==> src/rtl/busdec_pkg.sv <==
package busdec_pkg;

  localparam int STAT_W = 3;
  localparam int CMD_N  = 5;

  // command bit positions inside the one-hot command vector
  localparam int CMD_INTA = 4;
  localparam int CMD_IORD = 3;
  localparam int CMD_IOWR = 2;
  localparam int CMD_MRD  = 1;
  localparam int CMD_MWR  = 0;

  typedef enum logic [1:0] {
    PH_IDLE = 2'd0,
    PH_ADDR = 2'd1,
    PH_CMD  = 2'd2
  } phase_t;

  // strobes from control to datapath, valid for the coming edge
  typedef struct packed {
    logic loadCode;   // capture the status code at this edge
    logic nextAddr;   // latch phase follows this edge
    logic nextCmd;    // command phase follows this edge
    logic nextActive; // a cycle is open after this edge
  } ctrlStrb_t;

  function automatic logic [CMD_N-1:0] cmdOf(input logic [STAT_W-1:0] code);
    logic [CMD_N-1:0] sel;
    sel = '0;
    unique case (code)
      3'b000:  sel[CMD_INTA] = 1'b1;
      3'b001:  sel[CMD_IORD] = 1'b1;
      3'b010:  sel[CMD_IOWR] = 1'b1;
      3'b100:  sel[CMD_MRD]  = 1'b1;
      3'b101:  sel[CMD_MRD]  = 1'b1;
      3'b110:  sel[CMD_MWR]  = 1'b1;
      default: sel = '0;
    endcase
    return sel;
  endfunction

  function automatic logic isWrite(input logic [STAT_W-1:0] code);
    return (code == 3'b010) || (code == 3'b110);
  endfunction

endpackage

==> src/rtl/busdec_ctrl.sv <==
module busdec_ctrl
  import busdec_pkg::*;
#(
  parameter logic [STAT_W-1:0] PASSIVE = '1
) (
  input  logic              clk,
  input  logic              rstN,
  input  logic [STAT_W-1:0] statusIn,
  output ctrlStrb_t         strb
);

  phase_t phase, phaseNext;
  logic   passiveNow;

  assign passiveNow = (statusIn == PASSIVE);

  always_comb begin
    phaseNext = phase;
    unique case (phase)
      PH_IDLE: if (!passiveNow) phaseNext = PH_ADDR;
      PH_ADDR: phaseNext = passiveNow ? PH_IDLE : PH_CMD;
      PH_CMD:  if (passiveNow) phaseNext = PH_IDLE;
      default: phaseNext = PH_IDLE;
    endcase
  end

  always_comb begin
    strb.loadCode   = (phase == PH_IDLE) && !passiveNow;
    strb.nextAddr   = (phaseNext == PH_ADDR);
    strb.nextCmd    = (phaseNext == PH_CMD);
    strb.nextActive = (phaseNext != PH_IDLE);
  end

  always_ff @(posedge clk) begin
    if (!rstN) phase <= PH_IDLE;
    else       phase <= phaseNext;
  end

  // the latch phase never lasts two clocks
  p_latch_single_r2: assert property (@(posedge clk) disable iff (!rstN)
    (phase == PH_ADDR) |=> (phase != PH_ADDR));

  // a sampled passive code always closes the cycle
  p_passive_ends_r3: assert property (@(posedge clk) disable iff (!rstN)
    passiveNow |=> (phase == PH_IDLE));

endmodule

==> src/rtl/busdec_dp.sv <==
module busdec_dp
  import busdec_pkg::*;
(
  input  logic              clk,
  input  logic              rstN,
  input  logic [STAT_W-1:0] statusIn,
  input  ctrlStrb_t         strb,
  output logic              latchStb,
  output logic              dataEnable,
  output logic              dataDirTx,
  output logic [CMD_N-1:0]  cmdN
);

  logic [STAT_W-1:0] codeReg, codeNext;
  logic [CMD_N-1:0]  cmdSel;

  assign codeNext = strb.loadCode ? statusIn : codeReg;
  assign cmdSel   = cmdOf(codeNext) & {CMD_N{strb.nextCmd}};

  always_ff @(posedge clk) begin
    if (!rstN) codeReg <= '1;
    else       codeReg <= codeNext;
  end

  genvar gi;
  generate
    for (gi = 0; gi < CMD_N; gi++) begin : g_cmd
      always_ff @(posedge clk) begin
        if (!rstN) cmdN[gi] <= 1'b1;
        else       cmdN[gi] <= ~cmdSel[gi];
      end
    end
  endgenerate

  always_ff @(posedge clk) begin
    if (!rstN) begin
      latchStb   <= 1'b0;
      dataEnable <= 1'b0;
      dataDirTx  <= 1'b0;
    end else begin
      latchStb   <= strb.nextAddr;
      dataEnable <= |cmdSel;
      dataDirTx  <= strb.nextActive && isWrite(codeNext);
    end
  end

  // never more than one command low
  p_one_cmd_r11: assert property (@(posedge clk) disable iff (!rstN)
    $onehot0(~cmdN));

  // a command only begins on the clock after the latch pulse
  p_cmd_after_latch_r3: assert property (@(posedge clk) disable iff (!rstN)
    ($fell(&cmdN) |-> $past(latchStb)));

  // the transmit direction never coincides with a read or acknowledge
  p_dir_write_r7: assert property (@(posedge clk) disable iff (!rstN)
    dataDirTx |-> (cmdN[CMD_INTA] && cmdN[CMD_IORD] && cmdN[CMD_MRD]));

  // the data enable is never high while all commands are idle
  p_de_cmd_r8: assert property (@(posedge clk) disable iff (!rstN)
    dataEnable |-> !(&cmdN));

endmodule

==> src/rtl/stat_cmd_decoder.sv <==
module stat_cmd_decoder
  import busdec_pkg::*;
(
  input  logic       clk,
  input  logic       rstN,
  input  logic [2:0] statusIn,
  output logic       latchStb,
  output logic       dataEnable,
  output logic       dataDirTx,
  output logic       intAckN,
  output logic       ioRdN,
  output logic       ioWrN,
  output logic       memRdN,
  output logic       memWrN
);

  ctrlStrb_t        strb;
  logic [CMD_N-1:0] cmdN;

  busdec_ctrl #(.PASSIVE(3'b111)) u_ctrl (
    .clk      (clk),
    .rstN     (rstN),
    .statusIn (statusIn),
    .strb     (strb)
  );

  busdec_dp u_dp (
    .clk        (clk),
    .rstN       (rstN),
    .statusIn   (statusIn),
    .strb       (strb),
    .latchStb   (latchStb),
    .dataEnable (dataEnable),
    .dataDirTx  (dataDirTx),
    .cmdN       (cmdN)
  );

  assign intAckN = cmdN[CMD_INTA];
  assign ioRdN   = cmdN[CMD_IORD];
  assign ioWrN   = cmdN[CMD_IOWR];
  assign memRdN  = cmdN[CMD_MRD];
  assign memWrN  = cmdN[CMD_MWR];

endmodule

==> config.mk <==
export PLATFORM = sky130hd
export DESIGN_NAME = stat_cmd_decoder
export DESIGN_NICKNAME = d
export VERILOG_FILES = /design/src/rtl/busdec_pkg.sv /design/src/rtl/busdec_ctrl.sv /design/src/rtl/busdec_dp.sv /design/src/rtl/stat_cmd_decoder.sv
export SDC_FILE = /design/constraint.sdc
export NUM_CORES = 1
export LEC_CHECK = 0
export ABC_CLOCK_PERIOD_IN_PS = 2200
export BUFFER_PORTS_ARGS = -buffer_cell sky130_fd_sc_hd__buf_2
export CORE_AREA = 5 5 42 44
export DETAILED_ROUTE_END_ITERATION = 10
export DIE_AREA = 0 0 47 49
export SETUP_SLACK_MARGIN = 0.5
export SYNTH_ARGS = -nofsm -noshare
export SYNTH_HDL_FRONTEND = slang
export SYNTH_SLANG_ARGS = --single-unit
==> constraint.sdc <==
create_clock -name clk -period 2.2 [get_ports clk]
set_input_delay 0.22 -clock clk [delete_from_list [all_inputs] [get_ports clk]]
set_output_delay 0.22 -clock clk [all_outputs]
set_load 0.005 [all_outputs]
==> flow_metrics.env <==
export IMPL_die_h_um=49
export IMPL_synthTopCellsByArea="dfxtp_1 (60%), a211oi_1 (5.2%), nand3_1 (4.6%)"
export IMPL_leakagePower_nw=0.210
export IMPL_synthesis_nets=46
export IMPL_synth_top_flop_cell="dfxtp_1"
export IMPL_ys_warnings_count=0
export IMPL_final_nets=62
export IMPL_htreeDepth=1
export IMPL_worstSetupPathType="flip-flop to flip-flop"
export IMPL_synthCells=41
export IMPL_fmax_mhz=706
export IMPL_hp_start="rstN"
export IMPL_syn_area_sq_um=435
export IMPL_reg2regPathDepth=3
export IMPL_syn_area_per_cell_sq_um=10.6
export IMPL_hold_buffers=0
export IMPL_clkLatencyLatePin_ns=0.27
export IMPL_maxCapViolCount=0
export IMPL_pwr_share_seq_pct=54.5
export IMPL_setup_tns_ns=0
export IMPL_synth_common_cells="dfxtp_1 (13), nand3_1 (4), a211oi_1 (3), nand2_1 (3), o22ai_1 (3)"
export IMPL_hold_path_class="input pin to flip-flop"
export IMPL_antenna_found_initial=0
export IMPL_grt_usage_pct=8.38
export IMPL_start_util_pct=31.1
export IMPL_synth_most_common_cell="dfxtp_1"
export IMPL_finalCriticalPeriod_ns=1.42
export IMPL_path_max_fanout=7
export IMPL_cts_setup_buffers=0
export IMPL_place_port_buffers=12
export IMPL_skew_ns=0.00184
export IMPL_setup_viol=0
export IMPL_p_sw_mw=0.134
export IMPL_fin_hold_ws_ns=0.154
export IMPL_period_share_pct=64.4
export IMPL_antenna_cells=0
export IMPL_synthDominantCellAreaShare_pct=59.8
export IMPL_crit_required_ns=2.36
export IMPL_drt_iter0_drc=4
export IMPL_peakVddDrop_mv=0.336
export IMPL_worstSetupStartpointType="flip-flop"
export IMPL_postPlaceCellArea_sq_um=504
export IMPL_grt_overflow_total=0
export IMPL_end_kind="flip-flop"
export IMPL_drcViolationCount=0
export IMPL_switching_share_pct=27.0
export IMPL_hold_end="u_dp.codeReg[1]"
export IMPL_via_count=366
export IMPL_firstDrtPassIters=4
export IMPL_synthArstFlopShare_pct=0
export IMPL_cts_buffers=3
export IMPL_ios=13
export IMPL_rsz0062_at_grt="no"
export IMPL_routed_wl_um=810
export IMPL_post_route_util_pct=37.9
export IMPL_tightest_slew_ns=0.427
export IMPL_hold_violations=0
export IMPL_intPower_mw=0.364
export IMPL_die_w_um=47
export IMPL_clk_pin_slew_ns=0.07
export IMPL_area_growth_syn_to_layout_pct=21.8
export IMPL_r2r_start="u_ctrl.phase[1]"
export IMPL_routedWlPerCell_um=11.3
export IMPL_power_density_mw_per_mm2=939
export IMPL_min_path_cells=2
export IMPL_ant_nets=0
export IMPL_cts_tree="built"
export IMPL_ys_seq_elements=13
export IMPL_total_power_mw=0.498
export IMPL_r2r_end="u_dp.dataDirTx"
export IMPL_finalMaxSlewViolations=0
export IMPL_hpwl_um=637
export IMPL_detail_route_vias_per_cell=5.08
export IMPL_pwr_share_comb_pct=16.9
export IMPL_grt_pass1_wl_um=1380
export IMPL_grt_max_degree=8
export IMPL_core_area_sq_mm=0.00140
export IMPL_yosysTopAreaCell="dfxtp_1"
export IMPL_synth_edff_count=0
export IMPL_status="completed"
export IMPL_crit_arrival_ns=1.58
export IMPL_cts_sinks=13
export IMPL_ys_types=18
export IMPL_root_buffer="clkbuf_4"
export IMPL_r2r_slack_ns=0.78
export IMPL_num_rows=14
export IMPL_post_cts_resized=0
export IMPL_drive_above_1_share_pct=26.8
export IMPL_power_share_clock_pct=28.6
export IMPL_slew_headroom_pct=71.3
export IMPL_ys_seq_area_share_pct=59.8
export IMPL_fillCellCount=158
export IMPL_die_area_sq_mm=0.00230
export IMPL_cts_buffer_depth=2
export IMPL_grt_pass1_vias=345
export IMPL_gp_congestion=0.811
export IMPL_stdcell_area_sq_um=531
==> cell usage in the layout (no fill, tap or decap), types with 2 or more instances in the layout <==
| cell | count |
|---|---|
| o22a_1 | 2 |
| a211oi_1 | 3 |
| o22ai_1 | 3 |
| buf_2 | 12 |
| dfxtp_1 | 13 |
| nor2_1 | 2 |
| nand2_1 | 3 |
| clkbuf_4 | 3 |
| nand3_1 | 4 |
==> flip-flops by register name, indices dropped and copies added (netlist names) <==
signal           count
u_ctrl.phase         2
u_dp.dataDirTx       1
u_dp.codeReg         3
u_dp.latchStb        1
u_dp.cmdN            5
u_dp.dataEnable      1
==> critical path, cell delays in order, from the launching register on <==
cell and delay [ns]:
dfxtp_1 0.36, or2_1 0.32, o22a_1 0.26, a2111oi_1 0.36
==> area by class of cell <==
cell class | count | area, sq um | share of cell area (%)
tap | 16 | 20.0 | 3.77
clock buffer | 4 | 26.3 | 4.95
timing repair buffer | 12 | 60.1 | 11.3
inverter | 1 | 3.75 | 0.708
multi-input combinational | 26 | 160 | 30.2
sequential | 13 | 260 | 49.1
==> how the worst max path moves through the flow <==
| stage | start | end | slack (ns) | depth (start not counted) |
|---|---|---|---|---|
| 2_1_floorplan | u_ctrl.phase[1] | u_dp.dataDirTx | 0.88 | 4 |
| 3_3_place_gp | u_ctrl.phase[1] | u_dp.dataDirTx | 0.80 | 3 |
| 3_5_place_dp | u_ctrl.phase[1] | u_dp.dataDirTx | 0.82 | 3 |
| 4_1_cts | u_ctrl.phase[1] | u_dp.dataDirTx | 0.79 | 3 |
| 5_1_grt | u_ctrl.phase[1] | u_dp.dataDirTx | 0.73 | 3 |
| 6_report | u_ctrl.phase[1] | u_dp.dataDirTx | 0.78 | 3 |
==> logic make-up after synthesis <==
| family | Yosys count | share of synthesized area, % |
|---|---|---|
| compound gates | 10 | 17.5 |
| xor+xnor | 1 | 2.01 |
| buf+inv | 2 | 3.45 |
| flops | 13 | 59.8 |
| simple gates | 15 | 17.2 |
==> power by group through the flow <==
stage,logic (mW),registers (mW),clock network [mW]
2_1_floorplan,0.0640,0.276,0
3_3_place_gp,0.0846,0.278,0
3_5_place_dp,0.0843,0.277,0
4_1_cts,0.0848,0.271,0.146
5_1_grt,0.0944,0.276,0.159
6_report,0.0843,0.272,0.142
==> per-layer routing <==
| metal | track usage [%] | vias to the layer above | part of all wire (%) |
|---|---|---|---|
| li1 | - | 185 | - |
| met1 | 10.2 | 165 | 44 |
| met2 | 11.1 | 10 | 45 |
| met3 | 3.69 | 6 | 7.5 |
| met4 | 6.45 | 0 | 3.8 |
| met5 | 0 | - | 0 |
==> metrics by stage <==
step	std cells	setup WS, ns
floorplan	41	0.876
global placement	68	0.798
detailed placement	68	0.816
CTS	72	0.785
global route	72	0.731
finish	72	0.783
Power figures use the tool's default switching activity.
